===== src/rtl/bridge_pkg.sv =====
// Package: bridge_pkg
// Shared state encoding and transfer-type codes for the bus bridge.
// Assumes a single clock domain and AHB-Lite transfer-type encoding.
package bridge_pkg;

    typedef enum logic [2:0] {
        ST_IDLE   = 3'd0,
        ST_WLAT   = 3'd1,
        ST_SETUP  = 3'd2,
        ST_ACCESS = 3'd3,
        ST_RDONE  = 3'd4
    } brg_state_e;

    localparam logic [1:0] TR_IDLE   = 2'b00;
    localparam logic [1:0] TR_BUSY   = 2'b01;
    localparam logic [1:0] TR_NONSEQ = 2'b10;
    localparam logic [1:0] TR_SEQ    = 2'b11;

endpackage


===== src/rtl/bridge_ctrl.sv =====
// Module: bridge_ctrl
// Sequencer for the bridge. It decides when a system-bus transfer is taken,
// steps through capture, setup, access and read-return, and drives the
// ready flag and the load strobes for the capture registers.
// Assumes the master holds its address phase while ready is low.
module bridge_ctrl
    import bridge_pkg::*;
(
    input  logic       clk,
    input  logic       rst_n,
    input  logic       sel,
    input  logic [1:0] trans,
    input  logic       write_in,
    input  logic       wr_q,
    output logic       take,
    output logic       ready,
    output logic       load_wdata,
    output logic       load_rdata,
    output logic       apb_on,
    output logic       apb_en
);

    brg_state_e state_q;
    brg_state_e state_d;
    brg_state_e start_st;

    // ready is high when idle, in read return, and in the write access cycle
    always_comb begin
        ready = (state_q == ST_IDLE) || (state_q == ST_RDONE) ||
                ((state_q == ST_ACCESS) && wr_q);
    end

    // a transfer is taken only when selected, active and ready
    always_comb begin
        take = ready && sel && ((trans == TR_NONSEQ) || (trans == TR_SEQ));
        start_st = write_in ? ST_WLAT : ST_SETUP;
    end

    // next-state selection
    always_comb begin
        state_d = state_q;
        case (state_q)
            ST_IDLE:   state_d = take ? start_st : ST_IDLE;
            ST_WLAT:   state_d = ST_SETUP;
            ST_SETUP:  state_d = ST_ACCESS;
            ST_ACCESS: state_d = wr_q ? (take ? start_st : ST_IDLE) : ST_RDONE;
            ST_RDONE:  state_d = take ? start_st : ST_IDLE;
            default:   state_d = ST_IDLE;
        endcase
    end

    // state register with synchronous reset
    always_ff @(posedge clk) begin
        if (!rst_n) state_q <= ST_IDLE;
        else        state_q <= state_d;
    end

    // decoded controls for the capture registers and the peripheral side
    always_comb begin
        load_wdata = (state_q == ST_WLAT);
        load_rdata = (state_q == ST_ACCESS) && !wr_q;
        apb_on     = (state_q == ST_SETUP) || (state_q == ST_ACCESS);
        apb_en     = (state_q == ST_ACCESS);
    end

    // the setup cycle of an access never completes the system-bus transfer
    assert_setup_waits_R5: assert property (@(posedge clk) disable iff (!rst_n)
        (state_q == ST_SETUP) |-> !ready);

    // a read access cycle always leads to a return cycle with ready high
    assert_read_returns_R6: assert property (@(posedge clk) disable iff (!rst_n)
        (apb_en && !wr_q) |=> ready);

endmodule


===== src/rtl/bridge_regs.sv =====
// Module: bridge_regs
// Capture registers: address and write flag from the address phase,
// write data from the data phase, read data from the access cycle.
// Assumes load strobes are one-cycle pulses from the sequencer.
module bridge_regs #(
    parameter int ADDR_W = 32,
    parameter int DATA_W = 32
) (
    input  logic              clk,
    input  logic              rst_n,
    input  logic              load_addr,
    input  logic              load_wdata,
    input  logic              load_rdata,
    input  logic [ADDR_W-1:0] addr_in,
    input  logic              write_in,
    input  logic [DATA_W-1:0] wdata_in,
    input  logic [DATA_W-1:0] rdata_in,
    output logic [ADDR_W-1:0] addr_q,
    output logic              wr_q,
    output logic [DATA_W-1:0] wdata_q,
    output logic [DATA_W-1:0] rdata_q
);

    // address and direction captured in the address phase
    always_ff @(posedge clk) begin
        if (!rst_n) begin
            addr_q <= '0;
            wr_q   <= 1'b0;
        end else if (load_addr) begin
            addr_q <= addr_in;
            wr_q   <= write_in;
        end
    end

    // write data captured one cycle after the address
    always_ff @(posedge clk) begin
        if (!rst_n)          wdata_q <= '0;
        else if (load_wdata) wdata_q <= wdata_in;
    end

    // read data captured at the end of the access cycle
    always_ff @(posedge clk) begin
        if (!rst_n)          rdata_q <= '0;
        else if (load_rdata) rdata_q <= rdata_in;
    end

endmodule


===== src/rtl/bridge_decode.sv =====
// Module: bridge_decode
// Turns an address field into a one-hot peripheral select, gated by the
// sequencer's access-active flag.
// Assumes NUM_SLV is a power of two so every field value maps to a select.
module bridge_decode #(
    parameter int ADDR_W  = 32,
    parameter int NUM_SLV = 4,
    parameter int SEL_LSB = 12
) (
    input  logic [ADDR_W-1:0]  addr,
    input  logic               active,
    output logic [NUM_SLV-1:0] sel
);

    localparam int IDX_W = (NUM_SLV > 1) ? $clog2(NUM_SLV) : 1;

    logic [IDX_W-1:0] idx;

    // pick the select field out of the registered address
    always_comb idx = addr[SEL_LSB +: IDX_W];

    // one comparator per peripheral select
    for (genvar gi = 0; gi < NUM_SLV; gi++) begin : g_sel
        always_comb sel[gi] = active && (idx == IDX_W'(gi));
    end

endmodule


===== src/rtl/ahb_apb_bridge.sv =====
// Module: ahb_apb_bridge
// System-bus slave that converts each accepted transfer into a single
// full-word peripheral access and stalls the master until it is done.
// Assumes one clock for both sides, AHB-Lite masters, fixed-length
// peripheral accesses (no peripheral wait states) and word-only data.
module ahb_apb_bridge #(
    parameter int ADDR_W  = 32,
    parameter int DATA_W  = 32,
    parameter int NUM_SLV = 4,
    parameter int SEL_LSB = 12
) (
    input  logic               hclk,
    input  logic               hresetn,
    input  logic               hsel,
    input  logic [ADDR_W-1:0]  haddr,
    input  logic [1:0]         htrans,
    input  logic               hwrite,
    input  logic [2:0]         hsize,
    input  logic [DATA_W-1:0]  hwdata,
    output logic               hready,
    output logic               hresp,
    output logic [DATA_W-1:0]  hrdata,
    output logic [ADDR_W-1:0]  paddr,
    output logic [NUM_SLV-1:0] psel,
    output logic               penable,
    output logic               pwrite,
    output logic [DATA_W-1:0]  pwdata,
    input  logic [DATA_W-1:0]  prdata
);

    localparam int LANE_W = $clog2(DATA_W / 8);
    localparam logic [ADDR_W-1:0] LANE_MASK = ADDR_W'((1 << LANE_W) - 1);
    localparam logic [2:0] MAX_SIZE = 3'(LANE_W);

    logic              take;
    logic              load_wdata;
    logic              load_rdata;
    logic              apb_on;
    logic              wr_q;
    logic [ADDR_W-1:0] addr_q;

    bridge_ctrl u_ctrl (
        .clk        (hclk),
        .rst_n      (hresetn),
        .sel        (hsel),
        .trans      (htrans),
        .write_in   (hwrite),
        .wr_q       (wr_q),
        .take       (take),
        .ready      (hready),
        .load_wdata (load_wdata),
        .load_rdata (load_rdata),
        .apb_on     (apb_on),
        .apb_en     (penable)
    );

    bridge_regs #(.ADDR_W(ADDR_W), .DATA_W(DATA_W)) u_regs (
        .clk        (hclk),
        .rst_n      (hresetn),
        .load_addr  (take),
        .load_wdata (load_wdata),
        .load_rdata (load_rdata),
        .addr_in    (haddr),
        .write_in   (hwrite),
        .wdata_in   (hwdata),
        .rdata_in   (prdata),
        .addr_q     (addr_q),
        .wr_q       (wr_q),
        .wdata_q    (pwdata),
        .rdata_q    (hrdata)
    );

    bridge_decode #(.ADDR_W(ADDR_W), .NUM_SLV(NUM_SLV), .SEL_LSB(SEL_LSB)) u_dec (
        .addr   (addr_q),
        .active (apb_on),
        .sel    (psel)
    );

    // word-aligned peripheral address, write flag and fixed OKAY response
    always_comb begin
        paddr  = addr_q & ~LANE_MASK;
        pwrite = wr_q;
        hresp  = 1'b0;
    end

    // only sizes up to one word may be issued to this slave
    assert_size_in_word_R7: assert property (@(posedge hclk) disable iff (!hresetn)
        take |-> (hsize <= MAX_SIZE));

    // at most one peripheral selected at a time
    assert_sel_onehot_R8: assert property (@(posedge hclk) disable iff (!hresetn)
        $onehot0(psel));

    // the enable strobe follows a setup cycle and is itself selected
    assert_enable_after_setup_R4: assert property (@(posedge hclk) disable iff (!hresetn)
        penable |-> ((|psel) && $past((|psel) && !penable)));

    // the enable strobe lasts one cycle only
    assert_enable_single_R4: assert property (@(posedge hclk) disable iff (!hresetn)
        penable |=> !penable);

    // peripheral address, data, direction and select hold from setup to access
    assert_apb_stable_R4: assert property (@(posedge hclk) disable iff (!hresetn)
        penable |-> ($stable(paddr) && $stable(pwdata) && $stable(psel) && $stable(pwrite)));

    // the master is stalled during every setup cycle
    assert_wait_in_setup_R5: assert property (@(posedge hclk) disable iff (!hresetn)
        ((|psel) && !penable) |-> !hready);

endmodule


===== config.mk =====
export PLATFORM = sky130hd
export DESIGN_NAME = ahb_apb_bridge
export DESIGN_NICKNAME = d
export VERILOG_FILES = /design/src/rtl/bridge_pkg.sv /design/src/rtl/bridge_ctrl.sv /design/src/rtl/bridge_regs.sv /design/src/rtl/bridge_decode.sv /design/src/rtl/ahb_apb_bridge.sv
export SDC_FILE = /design/constraint.sdc
export NUM_CORES = 1
export LEC_CHECK = 0
export BUFFER_PORTS_ARGS = -buffer_cell sky130_fd_sc_hd__buf_2
export CAP_MARGIN = 15
export CELL_PAD_IN_SITES_DETAIL_PLACEMENT = 0
export CELL_PAD_IN_SITES_GLOBAL_PLACEMENT = 1
export CORE_AREA = 8 8 98 144
export CTS_BUF_LIST = sky130_fd_sc_hd__clkbuf_4 sky130_fd_sc_hd__clkbuf_8
export DETAILED_ROUTE_END_ITERATION = 7
export DIE_AREA = 0 0 106 152
export PLACE_DENSITY = 0.95
export SLEW_MARGIN = 20
export SYNTH_ARGS = -nofsm -noshare
export SYNTH_HDL_FRONTEND = slang
export SYNTH_SLANG_ARGS = --single-unit

===== constraint.sdc =====
create_clock -name hclk -period 2.5 [get_ports hclk]
set_clock_uncertainty 0.05 [all_clocks]
set_input_delay 0.375 -clock hclk [delete_from_list [all_inputs] [get_ports hclk]]
set_output_delay 0.375 -clock hclk [all_outputs]
set_load 0.01 [all_outputs]

* Word-level counts from Yosys, hierarchy flattened
Index checks and enable logic that the tools add are counted.
** Word-level totals
- Register bits :: 100
- Bits in latches :: 0
- Memory bits (writable) :: 0
- ROM bits :: 0
- Output and inout port bits :: 104
- Logic and storage cells :: 34
- Memories :: 0
** Cells by class
- Add/sub/neg operators :: 0
- Multiply operators :: 0
- Div/mod/pow operators :: 0
- $lt $le $gt $ge :: 0
- Equality and inequality tests :: 9
- Shift-type cells :: 0
- Muxes and demuxes :: 4
- Bitwise gates (word level) :: 0
- Reductions and logical operators :: 16
** Operators with widths (count)
- 3-bit case mux with 4 select lines :: 1
- 2-bit == test, second input constant :: 4
- 1-bit logical AND :: 8
- 3-bit by 2-bit == test with 1-bit output, second input constant :: 2
- 3-bit 2-to-1 mux :: 2
- 1-bit logical OR :: 4
- 3-bit by 1-bit == test with 1-bit output, second input constant :: 1
- 3-bit == test, second input constant :: 1
- 3-bit logical NOT :: 1
- 2-bit by 1-bit == test with 1-bit output, second input constant :: 1
- 2-bit logical NOT :: 1
- 2-bit 2-to-1 mux :: 1
- 2-bit OR reduction :: 1
- 1-bit logical NOT :: 1

* Logic depth before layout (Yosys ltp)
Gate-level depths: netlist of run 1.
- Depth in word-level cells :: 8
- Gate-level depth with buffers :: 6
- Gate-level depth less buffers :: 3

* Cells and area by module
Synthesis of run 1 repeated with hierarchy kept, for this count alone.
** Unflattened totals
- Cell total of the unflattened synthesis :: 346
- Area total of the unflattened synthesis :: 4047.6 um2
** Modules (own cells, without submodules)
- bridge_regs :: instances 1, cells an instance 313, area an instance 3792.4 um2
- bridge_ctrl :: instances 1, cells an instance 25, area an instance 191.4 um2
- bridge_decode :: instances 1, cells an instance 4, area an instance 37.5 um2
- ahb_apb_bridge :: instances 1, cells an instance 4, area an instance 26.3 um2

* Worst setup path before layout of run 1
Ideal clock, no wire load.
- Path type :: register -> output
- Start point :: reg u_ctrl.state_q[0]
- End point :: out hready
- Data arrival time :: 1.038 ns
- Slack :: 1.037 ns
- Stages on the path, launching flop included :: 6
- Buffers on the path :: 3
- Path through :: dfxtp_1 buf_4 or2_1 clkbuf_1 buf_2 nand2_1
** On the way
- Cells in the longest elaborated chain, start to end :: 3
- Elaborated cells between the ends (all ways) :: 6
- Those cells by class :: 2 x eq/ne; 4 x reduce/logical
** Ends and longest elaborated chain
- start: declaration :: line bridge_ctrl.sv:23 : brg_state_e state_q;
- start signal: assignment :: line bridge_ctrl.sv:55 : else state_q <= state_d;
- 3-bit == test (tied with other cells) :: line bridge_ctrl.sv:29 : ready = (state_q == ST_IDLE) || (state_q == ST_RDONE) ||
- 1-bit logical OR / 1-bit logical AND (equally long branches) :: line bridge_ctrl.sv:29, bridge_ctrl.sv:30
- 1-bit logical OR (*) :: line bridge_ctrl.sv:29
- end: declaration :: line ahb_apb_bridge.sv:20 : output logic hready,
Every way passes the cells marked *; elsewhere a longest branch is shown, timed or not.

* Final worst setup path of run 1
- Start point :: reg u_ctrl.state_q[1]
- End point :: out hready
The elaborated chain is that of the path after synthesis.

==> results of run 1 <==
[power by group]
part / switching, mW / internal, mW
Sequential: 0.0758 / 1.66
Combinational: 0.376 / 0.223
Clock: 0.555 / 0.478
[worst max-delay path, cell delays in order, from the launching register on]
cell and delay (ns):
dfxtp_1 0.58, nand4b_1 0.37, buf_4 0.29, nand2_1 0.07, buf_2 0.13
[layout make-up]
cell class / count / area, um^2 / share of cell area (%)
clock buffer: 10 / 131 / 2.50
clock inverter: 6 / 65.1 / 1.24
inverter: 1 / 3.75 / 0.0715
multi-input combinational: 343 / 1800 / 34.3
sequential: 98 / 1960 / 37.4
tap: 153 / 191 / 3.65
timing repair buffer: 212 / 1100 / 20.9
[registers in the layout, indices dropped and copies added (netlist names)]
signal and flops:
u_ctrl.state_q 3, u_regs.addr_q 30, u_regs.rdata_q 32, u_regs.wr_q 1, u_regs.wdata_q 32
[cell families after synthesis]
| logic type | after synthesis | synth area share [%] |
|---|---|---|
| xor+xnor | 1 | 0.215 |
| buf+inv | 62 | 8.00 |
| simple gates | 241 | 28.3 |
| compound gates | 98 | 15.1 |
| flops | 98 | 48.2 |
| other cells | 1 | 0.0922 |
[Yosys cell counts]
cell | n | area share (%)
a211oi_1 | 1 | 0.18
a21oi_1 | 32 | 3.9
and2_1 | 2 | 0.31
and3_1 | 1 | 0.15
and4b_1 | 1 | 0.25
buf_1 | 2 | 0.18
buf_2 | 19 | 2.3
buf_4 | 4 | 0.74
buf_6 | 7 | 1.9
clkbuf_1 | 28 | 2.6
clkbuf_2 | 1 | 0.12
clkinv_1 | 1 | 0.092
conb_1 | 1 | 0.092
dfxtp_1 | 98 | 48
nand2_1 | 99 | 9.1
nand2b_1 | 1 | 0.15
nand3_1 | 94 | 12
nand4_1 | 31 | 4.8
nand4b_1 | 1 | 0.22
nand4bb_1 | 1 | 0.28
nor2_1 | 4 | 0.37
nor2b_1 | 1 | 0.15
nor3_1 | 1 | 0.12
nor3b_1 | 1 | 0.18
nor3b_2 | 1 | 0.31
o2111ai_1 | 31 | 6.7
o21a_1 | 1 | 0.18
o21ai_0 | 23 | 2.8
o21ai_1 | 9 | 1.1
o31ai_1 | 1 | 0.18
or2_1 | 1 | 0.15
or3b_1 | 1 | 0.22
xnor2_1 | 1 | 0.22
[final timing paths]
path	depth (start not counted)	from	to
worst max register to register	4	u_ctrl.state_q[1]	u_regs.addr_q[15]
worst min register to register	2	u_regs.wdata_q[29]	u_regs.wdata_q[29]
worst max-delay path	4	u_ctrl.state_q[1]	hready
worst min-delay path	3	hwdata[29]	u_regs.wdata_q[29]
[stage by stage]
step                      hold WS [ns]  util (%)  setup slack (ns)
final                            0.191      43.9             0.276
after global routing             0.157      43.9             0.140
after CTS                        0.165      43.9             0.244
after detailed placement         0.395      42.3             0.356
after global placement           0.389      42.3             0.384
after floorplan                  0.431         -              1.04
[routing by layer]
layer  up-vias  share of wire, %  GRT usage, %
li1       2111                 -             -
met1      1915                40          16.3
met2       175                48          26.9
met3         9                11          7.32
met4         0               1.1          4.92
met5         -                 0             0
==> results.md, run 1 <==
- Outcome: completed
- Cts repair resizes: 0
- First-pass GRT wire length: around 21 mm
- Final nets: just under 800
- DPL Wire Length: between 9 and 10 mm
- CTS tree: built
- Clock latency on the worst-skew pair: 0.36 ns
- Via density: roughly 5.1
- Setup repair bufs after CTS: 0
- Synthesized cell area: a little over 4000 um^2
- GR Util All Layers: around 16%
- Max Clk Rate: 450 MHz
- CP Data Arrival Time: between 1.5 and 2 ns
- Area after DPL: between 5000 and 6000 um^2
- Die width: approximately 110 um
- Htree depth: 3
- Yosys cell types: 33
- Max-cap violations: 0
- Placed cells: a little over 800
- Layout Area Growth over Synthesis: 29.1%
- DIE AREA: ~16000 um^2
- Final Power: 3.37 mW
- Critical Path End Type: output pin
- Initial antenna violation count: 0
- Worst-Margin Slew: between 0.9 and 1 ns
- Setup_tns: 0 ns
- Setup violators final: 0
- Synth warn: 0
- Root Driver: clkbuf_8
- WL/cell: 15.9 um
- Crit start category: flop
- Num ports: ~210
- Core Region: 12000 um^2
- Drt first pass iters: 4
- Max Root-Sink Buffers: 2
- WS Path Type: reg2out
- Post-route insts no fill: 823
- Number of clock sinks: 98
- Design area: 5250 um^2
- CTS hold repair buffers: 0
- Fill count: 1210
- Pwr per Cell Area: 641 nW/um^2
- Die height: between 150 and 200 um
- Period utilization: about 89%
- Row count: 49
- Largest net degree at the start of global routing: 69
- Syn_area_per_cell: just over 8 um^2
- Routed Antenna Nets: 0
- Min-Delay Path Class: in2reg
- Antenna cell count: 0
- Remaining global-route overflow: 0
- Critical Path Fanout Max: 10
- Vias in the first global route: about 4300
- Routed wire length: around 13 mm
- Gate Count Post-Synth: 501
- RSZ-0062 raised after global routing: false
- WP data required: around 2.1 ns
- LEAKAGE: 2.41 nW
- Commonest non-fill, non-tap cell in the layout: buf_2
- Share of cells above drive strength 1: between 30% and 40%
- Via Count: about 4200
- Post-route DRC: 0
- Final min period: 2.22 ns
- #FFs+latches synth: 98
- Clk pin slew, worst setup/hold paths: 0.10 ns
- Port bufs: between 150 and 200
- Total CTS buffers: 9
- Most frequent cells in the layout: buf_2 (198), nand2_1 (99), dfxtp_1 (98)
- DRT iter0 DRCs: roughly 190
- Final-report hold violation count: 0
- Slew Limit Fails: 0
- VDD IR-drop max: 0.323 mV
- Register area share after synthesis: just under 50%
- Starting Density: between 30% and 40%
- RePlAce Congestion: 0.723
- R2R Setup Slk: about 0.71 ns
- Max transition margin: a little under two fifths
No activity file was read; power rests on OpenSTA's default activity.
==> run 2: changes to the inputs <==
==> constraint.sdc (replaced) <==
create_clock -name hclk -period 2.5 [get_ports hclk]
set_clock_uncertainty 0.05 [all_clocks]
set_input_delay 0.25 -clock hclk [delete_from_list [all_inputs] [get_ports hclk]]
set_output_delay 0.25 -clock hclk [all_outputs]
set_load 0.01 [all_outputs]
==> results.md, run 2 (synthesized netlist as in run 1, its figures left out) <==
- First-pass GRT wire length: 21.0 mm (+0.56%)
- DRT iter0 DRCs: 199 (+3.6%)
- CP max-delay cell: dfxtp_1
- Crit-path leading delay family: flip-flops
- WS Path Type: reg2out
- Root Driver: clkbuf_8
- Htree depth: 3 (unchanged)
- Worst-Margin Slew: 1.05 ns (+0.116 ns)
- Critical Path Fanout Max: 27 (+17)
- LEAKAGE: 2.40 nW (-0.33%)
- Design area: 5270 um^2 (+0.38%)
- Vias in the first global route: 4239 (-1.1%)
- Max Root-Sink Buffers: 2 (unchanged)
- Most frequent cells in the layout: buf_2 (198), nand2_1 (99), dfxtp_1 (98)
- Outcome: completed
- Clk pin slew, worst setup/hold paths: 0.10 ns (about the same)
- Share of cells above drive strength 1: 34.4% (-0.25 points)
- DIE AREA: 16100 um^2 (unchanged)
- Number of clock sinks: 98 (unchanged)
- Layout Area Growth over Synthesis: 29.6%
- Met3 Use GR: 8.13% (+0.80 points)
- WP data required: 2.20 ns (+0.12 ns)
- Max stage delay on crit path: 0.58 ns (about the same)
- Post-route DRC: 0 (unchanged)
- Die width: 106 um (unchanged)
- Remaining global-route overflow: 0 (unchanged)
- Max Clk Rate: 448 MHz (-0.35%)
- Final-report hold violation count: 0 (unchanged)
- Port bufs: 199 (unchanged)
- Row count: 49 (unchanged)
- Core Region: 12000 um^2 (unchanged)
- GR Util met2: 27.0% (+0.090 points)
- RePlAce Congestion: 0.714 (-1.3%)
- Top flop regs: u_regs.rdata_q (32), u_regs.wdata_q (32), u_regs.addr_q (30)
- Gr busiest metal: met2
- Setup_tns: 0 ns (unchanged)
- Min-Delay Path Class: in2reg
- Pwr per Cell Area: 641 nW/um^2 (about the same)
- VDD IR-drop max: 0.241 mV (-25%)
- Critical Path End Type: output pin
- Commonest non-fill, non-tap cell in the layout: buf_2
- Routed Antenna Nets: 0 (unchanged)
- Buf/Inv on CP: 2 (unchanged)
- Cts repair resizes: 0 (unchanged)
- Via Count: 4187 (-0.55%)
- Fill count: 1218 (+0.66%)
- Total CTS buffers: 9 (unchanged)
- CP Data Arrival Time: 1.93 ns (+0.13 ns)
- CTS hold repair buffers: 0 (unchanged)
- R2R Setup Slk: 0.57 ns (-0.14 ns)
- Initial antenna violation count: 1 (+1)
- Setup violators final: 0 (unchanged)
- DPL Wire Length: 9.42 mm (-3.1%)
- Via density: 5.09 (-0.43%)
- GR Util All Layers: 15.9% (+0.26 points)
- Clock latency on the worst-skew pair: 0.36 ns (about the same)
- Antenna cell count: 0 (unchanged)
- CTS tree: built
- Crit-path cells: nand4b_1 -> buf_12 -> nand2_1 -> buf_2
- Final min period: 2.23 ns (+0.00787 ns)
- RSZ-0062 raised after global routing: false
- Crit start category: flop
- Worst hold slack: 0.0588 ns (-0.132 ns)
- WL/cell: 15.9 um (-0.17%)
- Setup repair bufs after CTS: 0 (unchanged)
- Drt first pass iters: 4 (unchanged)
- Die height: 152 um (unchanged)
- M1 GR Usage: 16.6% (+0.27 points)
- Routed wire length: 13.1 mm (-0.29%)
- Slew Limit Fails: 0 (unchanged)
- Max transition margin: 30.2% (-7.4 points)
- Largest net degree at the start of global routing: 159 (+130%)
- Area after DPL: 5070 um^2 (+0.35%)
- Max-cap violations: 0 (unchanged)
- Num ports: 209 (unchanged)
- Starting Density: 34.0% (unchanged)
- Final nets: 769 (-0.13%)
- Period utilization: 89.3% (+0.31 points)
==> run 2: path summary, 6_finish.rpt <==
check	start	endpoint	depth (start not counted)
hold reg to reg	u_regs.rdata_q[28]	u_regs.rdata_q[28]	2
setup / recovery	u_ctrl.state_q[1]	hready	4
setup reg to reg	u_ctrl.state_q[1]	u_regs.wdata_q[0]	3
hold / removal	prdata[5]	u_regs.rdata_q[5]	3
==> run 2: worst reg2reg max path, stage by stage (launching register included) <==
cell     delay, ns
dfxtp_1       0.58
or3b_1        0.88
nand2_1       0.14
a21oi_1       0.19
==> run 2: power breakdown <==
part           switching, mW  total, mW  internal (mW)
clock network          0.570       1.04          0.474
logic                  0.375      0.604          0.229
registers             0.0736       1.73           1.66
total                   1.02       3.38           2.36
==> run 2: through the flow <==
stage	instances	power [mW]	worst slack (ns)	utilization [%]
2_1_floorplan	503	2.12	1.16	-
3_3_place_gp	806	2.36	0.679	42.4
3_5_place_dp	806	2.38	0.561	42.4
4_1_cts	822	3.43	0.235	44.1
5_1_grt	822	3.57	0.120	44.1
6_report	822	3.38	0.268	44.1
==> run 2: final cells by class <==
cell class              count  area [um^2]  area share, %
flip-flops and latches     98         1960           37.2
multi-input cells         343         1800           34.2
repair buffers            211         1110           21.1
well taps                 153          191           3.63
clock buffers              10          131           2.49
clock inverters             6         67.6           1.28
inverters                   1         3.75         0.0712
==> run 2: metal layers <==
layer,vias up,wire length [um]
li1,2102,-
met1,1899,5300
met2,171,6260
met3,13,1360
met4,2,141
met5,-,8
